`config.mk`:
```
export PLATFORM = sky130hd
export DESIGN_NAME = hpm_bank
export DESIGN_NICKNAME = d
export VERILOG_FILES = /design/src/rtl/hpm_pkg.sv /design/src/rtl/hpm_gate.sv /design/src/rtl/hpm_slot.sv /design/src/rtl/hpm_irq_fsm.sv /design/src/rtl/hpm_bank.sv
export SDC_FILE = /design/constraint.sdc
export NUM_CORES = 1
export LEC_CHECK = 0
export ABC_CLOCK_PERIOD_IN_PS = 4200
export BUFFER_PORTS_ARGS = -buffer_cell sky130_fd_sc_hd__buf_2
export CAP_MARGIN = 20
export CORE_ASPECT_RATIO = 1.5
export CORE_MARGIN = 1.5
export CORE_UTILIZATION = 44
export CTS_BUF_LIST = sky130_fd_sc_hd__clkbuf_16
export CTS_CLUSTER_DIAMETER = 50
export DETAILED_ROUTE_END_ITERATION = 8
export MAX_ROUTING_LAYER = met4
export PLACE_DENSITY_LB_ADDON = 0.08
export SETUP_SLACK_MARGIN = 0.15
export SYNTH_ARGS = -nofsm -noshare
export SYNTH_HDL_FRONTEND = slang
export SYNTH_SLANG_ARGS = --single-unit
export TNS_END_PERCENT = 50
```
`constraint.sdc`:
```
create_clock -name clk -period 4.2 [get_ports clk]
set_input_delay 0.21 -clock clk [delete_from_list [all_inputs] [get_ports clk]]
set_output_delay 0.21 -clock clk [all_outputs]
set_load 0.1 [all_outputs]
```
`src/rtl/hpm_pkg.sv`:
```
package hpm_pkg;

    localparam int FIRST_PROG = 3;

    typedef enum logic [1:0] {
        PRIV_U   = 2'b00,
        PRIV_S   = 2'b01,
        PRIV_RSV = 2'b10,
        PRIV_M   = 2'b11
    } priv_e;

    // Bit 0 is stop_m, bit 5 is ovf.
    typedef struct packed {
        logic ovf;
        logic stop_vu;
        logic stop_vs;
        logic stop_u;
        logic stop_s;
        logic stop_m;
    } evctl_t;

    typedef enum logic {
        IRQ_IDLE = 1'b0,
        IRQ_PEND = 1'b1
    } irq_state_e;

    function automatic logic mode_blocked(evctl_t c, logic [1:0] p, logic v);
        logic blk;
        unique case (priv_e'(p))
            PRIV_M:   blk = c.stop_m;
            PRIV_S:   blk = v ? c.stop_vs : c.stop_s;
            PRIV_U:   blk = v ? c.stop_vu : c.stop_u;
            PRIV_RSV: blk = 1'b0;
        endcase
        return blk;
    endfunction

endpackage

```
`src/rtl/hpm_gate.sv`:
```
module hpm_gate
    import hpm_pkg::*;
#(
    parameter int MAX_CTRS = 32,
    parameter int N_PROG   = 4,
    parameter int IDX_W    = 5
) (
    input  logic                     inc_valid,
    input  logic [IDX_W-1:0]         inc_idx,
    input  logic [1:0]               priv,
    input  logic                     virt_on,
    input  logic [MAX_CTRS-1:0]      inhibit_mask,
    input  evctl_t [N_PROG-1:0]      ctl_vec,
    output logic [N_PROG-1:0]        bump
);

    logic globally_off;

    always_comb begin
        globally_off = inhibit_mask[inc_idx];
    end

    for (genvar i = 0; i < N_PROG; i++) begin : g_sel
        logic hit;
        always_comb begin
            hit     = inc_valid && (inc_idx == IDX_W'(FIRST_PROG + i));
            bump[i] = hit && !globally_off && !mode_blocked(ctl_vec[i], priv, virt_on);
        end
    end

endmodule

```
`src/rtl/hpm_slot.sv`:
```
module hpm_slot
    import hpm_pkg::*;
#(
    parameter int CW = 64
) (
    input  logic          clk,
    input  logic          rst_n,
    input  logic          bump,
    input  logic          mode32,
    input  logic          wr_lo,
    input  logic          wr_hi,
    input  logic [CW-1:0] wr_data,
    input  logic          ctl_we,
    input  evctl_t        ctl_in,
    output logic [CW-1:0] value,
    output evctl_t        ctl_q,
    output logic          raise
);

    localparam int HALF = CW / 2;

    logic [CW-1:0]   value_q;
    logic [CW-1:0]   value_d;
    logic [HALF-1:0] lo_q;
    logic [HALF-1:0] hi_q;
    logic            lo_full;
    logic            at_top;
    logic            wr_any;
    logic [CW-1:0]   stepped;
    evctl_t          ctl_d;

    always_comb begin
        lo_q    = value_q[HALF-1:0];
        hi_q    = value_q[CW-1:HALF];
        lo_full = &lo_q;
        at_top  = &value_q;
        wr_any  = wr_lo | wr_hi;

        if (at_top) begin
            stepped = '0;
        end else if (mode32 && lo_full) begin
            stepped = {hi_q + HALF'(1), lo_q};
        end else if (mode32) begin
            stepped = {hi_q, lo_q + HALF'(1)};
        end else begin
            stepped = value_q + CW'(1);
        end

        value_d = value_q;
        if (wr_any) begin
            if (wr_lo) value_d[HALF-1:0]  = wr_data[HALF-1:0];
            if (wr_hi) value_d[CW-1:HALF] = wr_data[CW-1:HALF];
        end else if (bump) begin
            value_d = stepped;
        end

        raise = bump && !wr_any && at_top && !ctl_q.ovf;

        ctl_d = ctl_q;
        if (ctl_we) begin
            ctl_d = ctl_in;
        end else if (raise) begin
            ctl_d.ovf = 1'b1;
        end
    end

    always_ff @(posedge clk or negedge rst_n) begin
        if (!rst_n) begin
            value_q <= '0;
            ctl_q   <= '0;
        end else begin
            value_q <= value_d;
            ctl_q   <= ctl_d;
        end
    end

    always_comb begin
        value = value_q;
    end

endmodule

```
`src/rtl/hpm_irq_fsm.sv`:
```
module hpm_irq_fsm
    import hpm_pkg::*;
(
    input  logic clk,
    input  logic rst_n,
    input  logic raise_any,
    input  logic clr,
    output logic irq
);

    irq_state_e state_q;
    irq_state_e state_d;

    always_ff @(posedge clk or negedge rst_n) begin
        if (!rst_n) begin
            state_q <= IRQ_IDLE;
        end else begin
            state_q <= state_d;
        end
    end

    always_comb begin
        state_d = state_q;
        unique case (state_q)
            IRQ_IDLE: if (raise_any)          state_d = IRQ_PEND;
            IRQ_PEND: if (clr && !raise_any)  state_d = IRQ_IDLE;
        endcase
    end

    always_comb begin
        irq = (state_q == IRQ_PEND);
    end

endmodule

```
`src/rtl/hpm_bank.sv`:
```
module hpm_bank
    import hpm_pkg::*;
#(
    parameter int MAX_CTRS = 32,
    parameter int N_PROG   = 4,
    parameter int CW       = 64,
    localparam int IDX_W   = $clog2(MAX_CTRS),
    localparam int CTL_W   = $bits(evctl_t)
) (
    input  logic                   clk,
    input  logic                   rst_n,
    input  logic                   inc_valid,
    input  logic [IDX_W-1:0]       inc_idx,
    input  logic [1:0]             priv,
    input  logic                   virt_on,
    input  logic [MAX_CTRS-1:0]    inhibit_mask,
    input  logic                   mode32,
    input  logic                   cnt_wr_lo,
    input  logic                   cnt_wr_hi,
    input  logic [IDX_W-1:0]       cnt_wr_idx,
    input  logic [CW-1:0]          cnt_wr_data,
    input  logic                   ctl_wr_en,
    input  logic [IDX_W-1:0]       ctl_wr_idx,
    input  logic [CTL_W-1:0]       ctl_wr_data,
    input  logic                   irq_clr,
    output logic [N_PROG*CW-1:0]   cnt_flat,
    output logic [N_PROG-1:0]      ovf_flags,
    output logic                   lcof_irq
);

    if (N_PROG > MAX_CTRS - FIRST_PROG) begin : g_bad_cfg
        $error("hpm_bank: N_PROG exceeds MAX_CTRS - 3");
    end

    evctl_t [N_PROG-1:0] ctl_vec;
    logic   [N_PROG-1:0] bump;
    logic   [N_PROG-1:0] raise_vec;
    logic                raise_any;

    hpm_gate #(
        .MAX_CTRS (MAX_CTRS),
        .N_PROG   (N_PROG),
        .IDX_W    (IDX_W)
    ) u_gate (
        .inc_valid    (inc_valid),
        .inc_idx      (inc_idx),
        .priv         (priv),
        .virt_on      (virt_on),
        .inhibit_mask (inhibit_mask),
        .ctl_vec      (ctl_vec),
        .bump         (bump)
    );

    for (genvar i = 0; i < N_PROG; i++) begin : g_slot
        logic          sel_cnt;
        logic          sel_ctl;
        logic [CW-1:0] val;

        always_comb begin
            sel_cnt = (cnt_wr_idx == IDX_W'(FIRST_PROG + i));
            sel_ctl = (ctl_wr_idx == IDX_W'(FIRST_PROG + i));
        end

        hpm_slot #(.CW(CW)) u_slot (
            .clk     (clk),
            .rst_n   (rst_n),
            .bump    (bump[i]),
            .mode32  (mode32),
            .wr_lo   (cnt_wr_lo && sel_cnt),
            .wr_hi   (cnt_wr_hi && sel_cnt),
            .wr_data (cnt_wr_data),
            .ctl_we  (ctl_wr_en && sel_ctl),
            .ctl_in  (evctl_t'(ctl_wr_data)),
            .value   (val),
            .ctl_q   (ctl_vec[i]),
            .raise   (raise_vec[i])
        );

        always_comb begin
            cnt_flat[i*CW +: CW] = val;
            ovf_flags[i]         = ctl_vec[i].ovf;
        end
    end

    always_comb begin
        raise_any = |raise_vec;
    end

    hpm_irq_fsm u_irq (
        .clk       (clk),
        .rst_n     (rst_n),
        .raise_any (raise_any),
        .clr       (irq_clr),
        .irq       (lcof_irq)
    );

endmodule

```
# --- After elaboration in Yosys (flattened, before gate mapping) ---
# Index checks and enable logic that the tools add are counted.
totals:
  register_bits: 281
  in_bits: 128
  output_inout_bits: 261
  elab_cells: 216
classes:
  n_addsub: 12
  magnitude_cmp: 1
  eq_ne: 31
  mux: 53
  bitwise: 5
  n_reduce_logical: 81
ops:
  columns: ["cell", "count"]
  rows:
  - ["$mux 64", 20]
  - ["$add 32x1->32 const B", 8]
  - ["$add 64x1->64 const B", 4]
  - ["$mux 32", 8]
  - ["$reduce_and 64->1", 4]
  - ["$reduce_and 32->1", 4]
  - ["$eq 5x3->1 const B", 9]
  - ["$logic_and 1x1->1", 41]
  - ["$reduce_and 3->1", 8]
  - ["$mux 1", 19]
  - ["$ne 2x1->1 const B", 8]
  - ["$ne 4x1->1 const B", 4]
  - ["$pmux 1 s4", 4]
  - ["$reduce_bool 2->1", 8]
  - ["$eq 5x2->1 const B", 3]
  - ["$logic_not 1->1", 14]
  - ["$ne 3x1->1 const B", 4]
  - ["$lt 5x6->1 const B", 1]
  - ["$bmux 1 s5", 1]
  - ["$eq 2x2->1 const B", 2]
  - ["$or 1x1->1", 4]
  - ["$reduce_or 4->1", 1]
  - ["$eq 2x1->1 const B", 1]
  - ["$logic_not 2->1", 1]
  - ["2 further kinds", 2]

# --- Logic depth before layout (Yosys ltp) ---
logic_depth:
  ltp_word: 13
  ltp_mapped: 12
  depth_no_buf: 8

# --- By module ---
# From an unflattened synthesis, not the netlist that was laid out.
hier_totals:
  hier_cells: 2635
  hier_area_um2: 20903.8
modules_own_cells:
  columns: ["module", "n_inst", "cells_each", "area_per_inst_um2", "seq_area_each_um2"]
  rows:
  - ["hpm_slot", 4, 644, 5096.1, 1751.7]
  - ["hpm_gate", 1, 36, 342.8, 0.0]
  - ["hpm_bank", 1, 20, 140.1, 0.0]
  - ["hpm_irq_fsm", 1, 3, 36.3, 25.0]

# --- Least setup slack after synthesis ---
# No wires, ideal clock.
synth_timing:
  kind: "reg-to-reg"
  start: "reg g_slot[1].u_slot.value_q[33]"
  end: "reg g_slot[1].u_slot.value_q[55]"
  setup_time_ps: 123
  t_arrival_ps: 3516
  required_ps: 4077
  slack_ps: 561
  stages_incl_launch_ff: 12
  path_buffers: 3
  period_less_slack_ps: 3639
  cell_sequence: "dfrtp_1 > ha_1 > nand4_2 > or3_1 > buf_6 > or4_4 > o21a_1 > buf_6 > and2_4 > buf_6 > a32o_1 > a22o_1"
synth_via:
  elab_chain_cells: 6
  word_cells_on_any_way: 10
  classes_between: "add/sub: 2; eq/ne: 1; mux: 5; reduce/logical: 2"
synth_lines:
  columns: ["element", "line", "source"]
  rows:
  - ["start: declaration", "hpm_slot.sv:22", "logic [CW-1:0] value_q;"]
  - ["start signal: assignment", "hpm_slot.sv:72", "value_q <= value_d;"]
  - ["$add 64x1->64", "hpm_slot.sv:46", "stepped = value_q + CW'(1);"]
  - ["$mux 64", "hpm_slot.sv:43", "end else if (mode32) begin"]
  - ["$mux 64", "hpm_slot.sv:41", "end else if (mode32 && lo_full) begin"]
  - ["$mux 64", "hpm_slot.sv:39", "if (at_top) begin"]
  - ["$mux 64", "hpm_slot.sv:53", "end else if (bump) begin"]
  - ["$mux 64", "hpm_slot.sv:50", "if (wr_any) begin"]
# Several ways; a longest one is shown, not always the timed one. The select of a mux whose other input is x is not followed.
# A chain may end at the register's enable or synchronous reset.

# --- Final worst setup path ---
layout_timing:
  start: "reg g_slot[1].u_slot.value_q[24]"
  end: "reg g_slot[1].u_slot.value_q[58]"
layout_via:
  elab_chain_cells: 6
  word_cells_on_any_way: 11
  classes_between: "add/sub: 1; eq/ne: 1; mux: 5; reduce/logical: 4"
layout_lines:
  columns: ["element", "line"]
  rows:
  - ["$add 64x1->64 / $reduce_and 32->1 (equally long branches)", "hpm_slot.sv:46, hpm_slot.sv:35"]
  - ["$mux 64 / $logic_and 1x1->1 (equally long branches)", "hpm_slot.sv:43, hpm_slot.sv:41"]
  - ["$mux 64", "hpm_slot.sv:41"]
  - ["$mux 64", "hpm_slot.sv:39"]
  - ["$mux 64", "hpm_slot.sv:53"]
  - ["$mux 64", "hpm_slot.sv:50"]
# Several ways; a longest one is shown, not always the timed one. The select of a mux whose other input is x is not followed.

==> summary.md <==
| Metric | Value |
|---|---|
| Post-Syn Area per Cell | `7.78 um^2` |
| CTS Buf Count | `38` |
| DP HPWL | `65.2 mm` |
| Initial Utilization | `0.446` |
| TritonCTS Sinks | `281` |
| CTS tree | `built` |
| Max_cap viols | `0` |
| Fin crit share | `0.877` |
| Tmin final | `3.68 ns` |
| Die area | `46,800 um^2` |
| Leakage | `9.57 nW` |
| Die height | `264 um` |
| Worst-path clk slew | `0.06 ns` |
| Worst slew margin | `0.214` |
| RSZ-0062 raised after global routing | `no` |
| Clk root buf | `clkbuf_16` |
| Worst hold path class | `in -> reg` |
| Yosys reg bits | `281` |
| Syn_nets | `2,705` |
| Final Skew | `0.0163 ns` |
| Per-cell routed wire length | `25.6 um` |
| Pre-Repair DR Iteration Count | `7` |
| Leading post-synthesis cells by cell area | `dfrtp_1 (35%), o21ai_0 (5.5%), nand2_1 (5.2%), a21oi_1 (4.8%), nor2_1 (4.7%)` |
| Synth top area share | `0.352` |
| Max Slew Vio Count | `0` |
| Switching pwr | `5.68 mW` |
| Crit path max fanout | `27` |
| Final hold vios | `1` |
| Final setup margin | `0.516 ns` |
| Cells after synthesis | `2,569` |
| Setup CP Type | `reg -> reg` |
| Status | `finished, violations left` |
| Final Routed Wirelength | `89.4 mm` |
| Synthesized area | `20,000 um^2` |
| Row cnt | `95` |
| Worst VDD drop | `0.000499 V` |
| Hold slack | `-0.00355 ns` |
| Combinational share of power | `0.382` |
| Post-CTS Setup Bufs | `0` |
| Vias per cell | `6.69` |
| Final ANT Viol Nets | `0` |
| Grt ovf | `0` |
| Setup TNS | `0 ns` |
| Int Power | `5.78 mW` |
| Cell taking the most area after synthesis | `dfrtp_1` |
| GPL Wtd Cong | `0.989` |
| Clk Latency, worst-skew pair | `0.55 ns` |
| EDFF count, synth | `0` |
| DIE WIDTH | `177 um` |
| Layout Nets | `3,014` |
| Final setup fails | `0` |
| GRT Total Usage | `0.388` |
| Most used flip-flop cell after synthesis | `dfrtp_1` |
| I/O Buffers | `367` |
| IO Pins | `389` |
| Fmax | `0.271 GHz` |
| Clock Path Buffers | `3` |
| Starting DRT DRC Count | `2,491` |
| First-pass GRT wire length | `135 mm` |
| H-tree Lvls | `2` |
| Sequential share of the synthesized area | `0.352` |
| Area grow syn2layout | `19.2%` |
| Largest net degree at the start of global routing | `98` |
| Synth cell types | `83` |
| Vias in the first global route | `21,903` |
| Core box area | `44,800 um^2` |
| Power share of the clock group | `0.286` |
| Failing checks | `hold timing` |
| Seq pwr share | `0.332` |
| Via count | `23,418` |
| Yosys Warn Count | `0` |
| Sw Ratio | `0.496` |
| WP data arrival | `4.15 ns` |
| Async S/R FF share, synth | `1.00` |
| Antenna violations before repair | `9` |
| P per Cell Area | `481 nW/um^2` |
| Detailed-route DRC error count | `0` |
| Worst Setup Start Kind | `register` |
| Layout cell share with drive strength beyond 1 | `0.194` |
| Place WS | `0.635 ns` |
| CP required | `4.67 ns` |
| Post-CTS sizing | `0` |
| Slew @ Worst Pin | `1.16 ns` |
| Crit path capture type | `register` |
-- cells by family (layout without fill, tap and decap cells) --
family / count (synthesis) / after routing / share of synthesized area
fa+ha+maj: 8 / 8 / 0.00501
xor+xnor: 13 / 13 / 0.00570
other cells: 0 / 9 / 0
simple gates: 1098 / 1098 / 0.275
flops: 281 / 281 / 0.352
compound gates: 903 / 903 / 0.296
buf+inv: 234 / 572 / 0.0480
mux: 32 / 32 / 0.0193
-- per-layer routing --
layer  vias up  GRT usage  share of wire
li1      10435          -              -
met1     11389      0.450           0.37
met2      1268      0.600           0.46
met3       326     0.0744          0.087
met4         0      0.271          0.084
met5         -          -              0
-- per-stage QoR --
step | power, mW | area (um^2) | std cells | util
final | 11.5 | 23800 | 3498 | 0.532
after global routing | 11.9 | 23800 | 3498 | 0.532
after CTS | 11.5 | 23800 | 3485 | 0.530
after detailed placement | 8.19 | 22400 | 3408 | 0.501
after global placement | 8.13 | 22400 | 3408 | 0.501
after floorplan | 7.13 | 20000 | 2569 | -
-- path summary, 6_finish.rpt --
check,start,endpoint,slack (ns),cells past startpoint
min in group asynchronous,rst_n,g_slot[1].u_slot.value[35],0.26,2
hold / removal,ctl_wr_idx[2],g_slot[0].u_slot.ctl_q[5],-0.004,4
setup / recovery,g_slot[1].u_slot.value[24],g_slot[1].u_slot.value[58],0.52,7
max in group asynchronous,rst_n,g_slot[2].u_slot.value[6],2.91,3
hold reg to reg,g_slot[3].u_slot.ctl_q[0],g_slot[3].u_slot.ctl_q[0],0.51,1
setup reg to reg,g_slot[1].u_slot.value[24],g_slot[1].u_slot.value[58],0.52,7
-- state kept, by name, indices dropped and copies added (netlist names) --
name and count:
g_slot.u_slot.value 256, g_slot.u_slot.ctl_q 24, u_irq.irq 1
-- critical path, cell delays in order, from the launching register on --
cell and delay (ns):
dfrtp_1 0.47, nand2_2 0.14, or4_1 0.83, o41ai_1 0.87, a32o_2 0.73, buf_4 0.33, a21oi_1 0.08, a31oi_1 0.15
-- cells in the final DEF (no fill, tap or decap), types with 63 or more instances in the layout --
cell type    n
a21oi_1    192
a31oi_1     72
buf_2      367
dfrtp_1    281
inv_1       63
nand2_1    275
nand3_1    136
nand4_1     84
nor2_1     246
nor3_1      96
o21ai_0    218
-- cell type report --
cell class                 instances  area (um^2)
multi-input combinational       2054        12100
tap                              582          728
inverter                          62          233
sequential                       281         7030
fill                            4363        21000
clock inverter                    28          215
timing repair buffer             441         2480
clock buffer                      41         1030
antenna                            9         22.5
-- power groups by stage --
stage	Combinational (mW)	Sequential (mW)	Clock, mW
CTS	4.38	3.78	3.32
floorplan	1.03	6.10	0
finish	4.38	3.80	3.28
global route	4.56	3.87	3.43
global placement	4.32	3.80	0
detailed placement	4.36	3.82	0
-- synth_stat cells (all sizes together), types with 46 or more instances --
cell	n
nor3	99
inv	62
o21ai	226
nand2	278
a21oi	192
nand4	86
and3	46
o31ai	51
nand3	136
a22o	56
nor2	248
clkbuf	130
nor4	66
a31oi	72
dfrtp	281
-- timing repair --
item / 4_1_cts / 5_1_grt
endpoints found under the hold margin: 119 / 0
hold buffers: 8 / 0
setup endpoints to repair: 0 / 0
Power figures use the tool's default switching activity.
